## src/rtl/regf_pkg.sv

```systemverilog
package regf_pkg;

  typedef enum logic {
    SIDE_ALU = 1'b0,
    SIDE_BUS = 1'b1
  } side_e;

  typedef struct packed {
    logic  valid;
    side_e side;
    logic  is_flag;
  } rd_ctl_t;

endpackage

```

## src/rtl/regf_mem.sv

```systemverilog
module regf_mem #(
  parameter int DATA_W  = 16,
  parameter int REG_CNT = 16,
  localparam int DEPTH  = 2 * REG_CNT,
  localparam int MAW    = $clog2(DEPTH)
) (
  input  logic              clk,
  input  logic              we,
  input  logic [MAW-1:0]    waddr,
  input  logic [DATA_W-1:0] wdata,
  input  logic [MAW-1:0]    raddr,
  output logic [DATA_W-1:0] rdata
);

  logic [DATA_W-1:0] store [DEPTH];

  // Simple dual-port, read-before-write; no reset so block RAM fits.
  always_ff @(posedge clk) begin
    if (we) store[waddr] <= wdata;
    rdata <= store[raddr];
  end

endmodule

```

## src/rtl/regf_flags.sv

```systemverilog
module regf_flags #(
  parameter int DATA_W = 16,
  parameter int RB_BIT = 15,
  localparam int HALF  = DATA_W / 2
) (
  input  logic              clk,
  input  logic              rst,
  input  logic              wr_en,
  input  logic [DATA_W-1:0] wdata,
  input  logic              upd_en,
  input  logic [HALF-1:0]   upd_data,
  output logic [DATA_W-1:0] flag_word,
  output logic              bank
);

  logic [DATA_W-HALF-1:0] shared_q;
  logic [HALF-1:0]        low_q [2];

  always_ff @(posedge clk) begin
    if (rst)        shared_q <= '0;
    else if (wr_en) shared_q <= wdata[DATA_W-1:HALF];
  end

  assign bank = shared_q[RB_BIT-HALF];

  for (genvar b = 0; b < 2; b++) begin : g_bank_low
    logic active;
    assign active = (bank == b[0]);
    always_ff @(posedge clk) begin
      if (rst)                  low_q[b] <= '0;
      else if (active && upd_en) low_q[b] <= upd_data;
      else if (active && wr_en)  low_q[b] <= wdata[HALF-1:0];
    end
  end

  assign flag_word = {shared_q, low_q[bank]};

endmodule

```

## src/rtl/regf_route.sv

```systemverilog
module regf_route
  import regf_pkg::*;
#(
  parameter int DATA_W = 16
) (
  input  logic              clk,
  input  logic              rst,
  input  rd_ctl_t           ctl,
  input  logic [DATA_W-1:0] data,
  output logic [DATA_W-1:0] alu_rdata,
  output logic              alu_rvalid,
  output logic [DATA_W-1:0] bus_rdata,
  output logic              bus_rvalid
);

  logic to_alu, to_bus;
  assign to_alu = ctl.valid && (ctl.side == SIDE_ALU);
  assign to_bus = ctl.valid && (ctl.side == SIDE_BUS);

  always_ff @(posedge clk) begin
    if (rst) begin
      alu_rdata  <= '0;
      bus_rdata  <= '0;
      alu_rvalid <= 1'b0;
      bus_rvalid <= 1'b0;
    end else begin
      alu_rvalid <= to_alu;
      bus_rvalid <= to_bus;
      if (to_alu) alu_rdata <= data;
      if (to_bus) bus_rdata <= data;
    end
  end

endmodule

```

## src/rtl/dual_bank_regfile.sv

```systemverilog
module dual_bank_regfile
  import regf_pkg::*;
#(
  parameter int DATA_W  = 16,
  parameter int REG_CNT = 16,
  parameter int RB_BIT  = 15,
  localparam int AW     = $clog2(REG_CNT),
  localparam int HALF   = DATA_W / 2
) (
  input  logic              clk,
  input  logic              rst,
  input  logic              rd_en,
  input  logic              rd_to_bus,
  input  logic [AW-1:0]     rd_addr,
  input  logic              wr_en,
  input  logic              wr_from_bus,
  input  logic [AW-1:0]     wr_addr,
  input  logic [DATA_W-1:0] alu_wdata,
  input  logic [DATA_W-1:0] bus_wdata,
  input  logic              flag_upd_en,
  input  logic [HALF-1:0]   flag_upd_data,
  output logic [DATA_W-1:0] alu_rdata,
  output logic              alu_rvalid,
  output logic [DATA_W-1:0] bus_rdata,
  output logic              bus_rvalid,
  output logic              bank_sel
);

  localparam logic [AW-1:0] FLAG_ADDR = AW'(REG_CNT - 1);

  logic [DATA_W-1:0] wdata;
  logic              wr_flag, wr_mem;
  logic [DATA_W-1:0] flag_word, flag_snap_q, mem_rdata, sel_data;
  logic              bank;
  rd_ctl_t           ctl_q;

  assign wdata   = wr_from_bus ? bus_wdata : alu_wdata;
  assign wr_flag = wr_en && (wr_addr == FLAG_ADDR);
  assign wr_mem  = wr_en && (wr_addr != FLAG_ADDR);

  regf_flags #(.DATA_W(DATA_W), .RB_BIT(RB_BIT)) u_flags (
    .clk(clk), .rst(rst), .wr_en(wr_flag), .wdata(wdata),
    .upd_en(flag_upd_en), .upd_data(flag_upd_data),
    .flag_word(flag_word), .bank(bank)
  );

  regf_mem #(.DATA_W(DATA_W), .REG_CNT(REG_CNT)) u_mem (
    .clk(clk), .we(wr_mem),
    .waddr({bank, wr_addr}), .wdata(wdata),
    .raddr({bank, rd_addr}), .rdata(mem_rdata)
  );

  // Stage 1: control and flag snapshot aligned with the memory read.
  always_ff @(posedge clk) begin
    if (rst) begin
      ctl_q       <= '{valid: 1'b0, side: SIDE_ALU, is_flag: 1'b0};
      flag_snap_q <= '0;
    end else begin
      ctl_q.valid   <= rd_en;
      ctl_q.side    <= rd_to_bus ? SIDE_BUS : SIDE_ALU;
      ctl_q.is_flag <= (rd_addr == FLAG_ADDR);
      flag_snap_q   <= flag_word;
    end
  end

  assign sel_data = ctl_q.is_flag ? flag_snap_q : mem_rdata;

  // Stage 2: registered steering to either side.
  regf_route #(.DATA_W(DATA_W)) u_route (
    .clk(clk), .rst(rst), .ctl(ctl_q), .data(sel_data),
    .alu_rdata(alu_rdata), .alu_rvalid(alu_rvalid),
    .bus_rdata(bus_rdata), .bus_rvalid(bus_rvalid)
  );

  assign bank_sel = bank;

endmodule

```

## config.mk

```make
export PLATFORM = sky130hd
export DESIGN_NAME = dual_bank_regfile
export DESIGN_NICKNAME = d
export VERILOG_FILES = /design/src/rtl/regf_pkg.sv /design/src/rtl/regf_mem.sv /design/src/rtl/regf_flags.sv /design/src/rtl/regf_route.sv /design/src/rtl/dual_bank_regfile.sv
export SDC_FILE = /design/constraint.sdc
export NUM_CORES = 1
export LEC_CHECK = 0
export CAP_MARGIN = 10
export CELL_PAD_IN_SITES_DETAIL_PLACEMENT = 1
export CELL_PAD_IN_SITES_GLOBAL_PLACEMENT = 2
export CORE_AREA = 10 10 240 242
export CTS_CLUSTER_SIZE = 28
export DETAILED_ROUTE_END_ITERATION = 8
export DIE_AREA = 0 0 250 252
export PLACE_DENSITY = 0.86
export SYNTH_ARGS = -nofsm -noshare
export SYNTH_HDL_FRONTEND = slang
export SYNTH_HIERARCHICAL = 1
export SYNTH_SLANG_ARGS = --single-unit
```

## constraint.sdc

```tcl
create_clock -name clk -period 3.5 [get_ports clk]
set_input_delay 0.7 -clock clk [delete_from_list [all_inputs] [get_ports clk]]
set_output_delay 0.7 -clock clk [all_outputs]
set_load 0.02 [all_outputs]
```

==> results.yml <==
place:
  dp_cells: 2198
  dp_hpwl_microns: 39600
  gp_congestion: 0.802
  pre_cts_slack_ns: 0.367
  port_buffers: 89
timing:
  hold_ws_ns: 0.465
  fin_crit_sh_pct: 79.1
  skew_ns: 0.0336
  fmax_mhz: 361
  fin_setup_tns_ns: 0
  finalWorstPathRequiredPeriod_ns: 2.77
  tightestPinTransition_ns: 1.02
  final_hold_viol_count: 0
  finalSetupViolations: 0
  setup_ws_ns: 0.733
  slew_viol_final: 0
  slew-limit-headroom_pct: 31.7
  rsz0062_at_grt: "no"
floorplan:
  initial_utilization_pct: 46.0
  num_io_pins: 90
  dieHeight_microns: 252
  core-area_sq_mm: 0.0524
  rows: 84
  design.die.area_sq_mm: 0.0630
  die_w_microns: 250
finish:
  drive_above_1_share_pct: 12.5
  stdcell_count: 2309
  n_antenna_cell: 0
  nets: 1626
  synthToLayoutAreaGrowth_pct: 14.8
  final_core_util_pct: 52.8
cts:
  htree_levels: 2
  numClockSinks: 606
  hold_buffers: 0
  cts_made_buffers: 59
  clkTransAtPathRegs_ns: 0.06
  cts_buffer_depth: 3
  clkLatencyLatePin_ns: 0.64
  cts-root-buf: "clkbuf_16"
  cts_setup_buffers: 0
  cts_tree: "done"
  post_cts_resized: 0
critical_path:
  cp_top_family: "buffers and inverters"
  worstPathBufferInverterCount: 1
  slowest_stage: "clkdlybuf4s50_1"
  max_stage_delay_ns: 0.75
  critical_path_class: "flip-flop to output port"
  end_kind: "output port"
  required_ns: 2.80
  crit_chain: "clkdlybuf4s50_1"
  startpoint_type: "flip-flop"
  cp_max_fo: 12
  arrival_ns: 2.07
pwr:
  cell_internal_pwr_mw: 12.0
  leakage_nw: 9.79
  pwr-share-clk_pct: 41.2
  seq_power_share_pct: 52.3
  powerDensity_mw_per_mm2: 559
  power.net_switching_mw: 3.41
  vdd_drop_max_v: 0.000463
  p_comb_share_pct: 6.6
  p_sw_share_pct: 22.1
detailed_routing:
  drc: 0
  drt_wl_total_microns: 62900
  drt-initial-drc-count: 999
  vias_per_cell: 5.75
  vias: 13270
  postRouteAntennaNets: 0
  first_pass_iters: 5
  wl_per_cell_microns: 27.3
synthesis:
  synth_ff_type: "edfxtp_1"
  yosysTopAreaCellShare_pct: 65.8
  syn_nets: 1502
  synth_area_leaders: "edfxtp_1 66%, mux2i_1 12%, dfxtp_1 6.5%"
  ys_seq_elements: 606
  synth_area_sq_mm: 0.0241
  synth_cell_type_count: 36
  synthCells: 1447
  async_flop_share_pct: 0
  synth_edf_count: 528
  synth.avg_cell_area_sq_um: 16.7
  synth_top_area_cell: "edfxtp_1"
  ys_warn_count: 6
  yosysSeqAreaShare_pct: 72.3
grt:
  track_usage_pct: 19.5
  grt_pass1_vias: 14131
  grt_remaining_overflow: 0
  antenna_found_initial: 3
  grt_start_max_net_pins: 65
  grt_pass1_wl_microns: 93500
hold_path:
  worstHoldPathType: "flip-flop to flip-flop"
flow_run:
  cap_violations: 0
run_status:
  status: "completed"
==> metrics by stage <==
step,instance area [sq um],total power [mW]
after detailed placement,25700,9.24
after global placement,25700,9.21
after CTS,27700,15.6
after floorplan,24100,8.81
after global routing,27700,15.9
final,27700,15.5
==> power groups by stage <==
stage / combinational [mW] / sequential (mW) / clock, mW
global placement: 0.977 / 8.23 / 0
finish: 1.01 / 8.08 / 6.36
global route: 1.07 / 8.09 / 6.77
floorplan: 0.593 / 8.22 / 0
CTS: 1.02 / 8.09 / 6.46
detailed placement: 1.01 / 8.24 / 0
==> placed cells by master (no fill, tap or decap), types with 16 or more instances in the layout <==
| master | synthesis | layout |
|---|---|---|
| edfxtp_1 | 528 | 528 |
| mux2i_1 | 296 | 296 |
| clkdlybuf4s50_1 | 0 | 87 |
| dfxtp_1 | 78 | 78 |
| a22oi_1 | 64 | 64 |
| clkbuf_16 | 0 | 60 |
| buf_4 | 20 | 52 |
| nand2b_1 | 52 | 52 |
| a21oi_1 | 48 | 48 |
| nor2_1 | 46 | 46 |
| nand2_1 | 41 | 41 |
| nand3_1 | 34 | 34 |
| a22o_1 | 32 | 32 |
| mux2_4 | 20 | 20 |
| mux2_2 | 20 | 20 |
| nand4_1 | 18 | 18 |
| nor2b_1 | 20 | 18 |
| nor3_1 | 16 | 16 |
| a31oi_1 | 16 | 16 |
==> cells in the mapped netlist, types with 20 or more instances <==
cell type / n
nand2_1: 41
nor2b_1: 20
a21oi_1: 48
buf_4: 20
edfxtp_1: 528
nor2_1: 46
mux2_2: 20
nand3_1: 34
mux2_4: 20
buf_2: 22
a22o_1: 32
nand2b_1: 52
mux2i_1: 296
dfxtp_1: 78
a22oi_1: 64
==> kinds of logic (layout without fill, tap and decap cells) <==
group	Yosys count	after routing	synth area share (%)
buffers and inverters	90	264	3.09
AND/OR/NAND/NOR	253	253	5.54
flip-flops	606	606	72.3
multiplexers	336	336	14.5
AO/OA/AOI/OAI	162	162	4.62
==> final timing paths <==
path	startpoint	endpoint	slack, ns	cells after the start
setup / recovery	u_flags/shared_q[7]	bank_sel	0.73	1
hold / removal	u_flags/shared_q[4]	flag_snap_q[12]	0.46	1
setup reg to reg	u_flags/shared_q[7]	u_mem/rdata[0]	1.14	5
hold reg to reg	u_flags/shared_q[4]	flag_snap_q[12]	0.46	1
==> metal layers <==
metal | share of wire, % | GRT usage [%] | routed length, microns
met5 | 0.041 | 0 | 26
met4 | 3.6 | 8.04 | 2260
met3 | 5.2 | 2.68 | 3280
met2 | 53 | 35.4 | 33300
met1 | 38 | 23.0 | 24100
==> registers in the layout, summed over array words and instances (netlist names), named ones only <==
signal / flops
u_flags/low_q: 16
u_mem/rdata: 16
u_mem/store: 512
ctl_q: 3
u_route/bus_rvalid: 1
u_route/bus_rdata: 16
flag_snap_q: 16
u_route/alu_rdata: 16
u_flags/shared_q: 8
u_route/alu_rvalid: 1
==> layout make-up <==
class                      count  area [sq um]
clock inverter                42           402
fill                        4795         24800
clock buffer                  69          1540
timing repair buffer         152          1500
multi-input combinational    751          5950
tap                          688           861
sequential                   606         17400
inverter                       1          3.75
No activity file was read; power rests on OpenSTA's default activity.
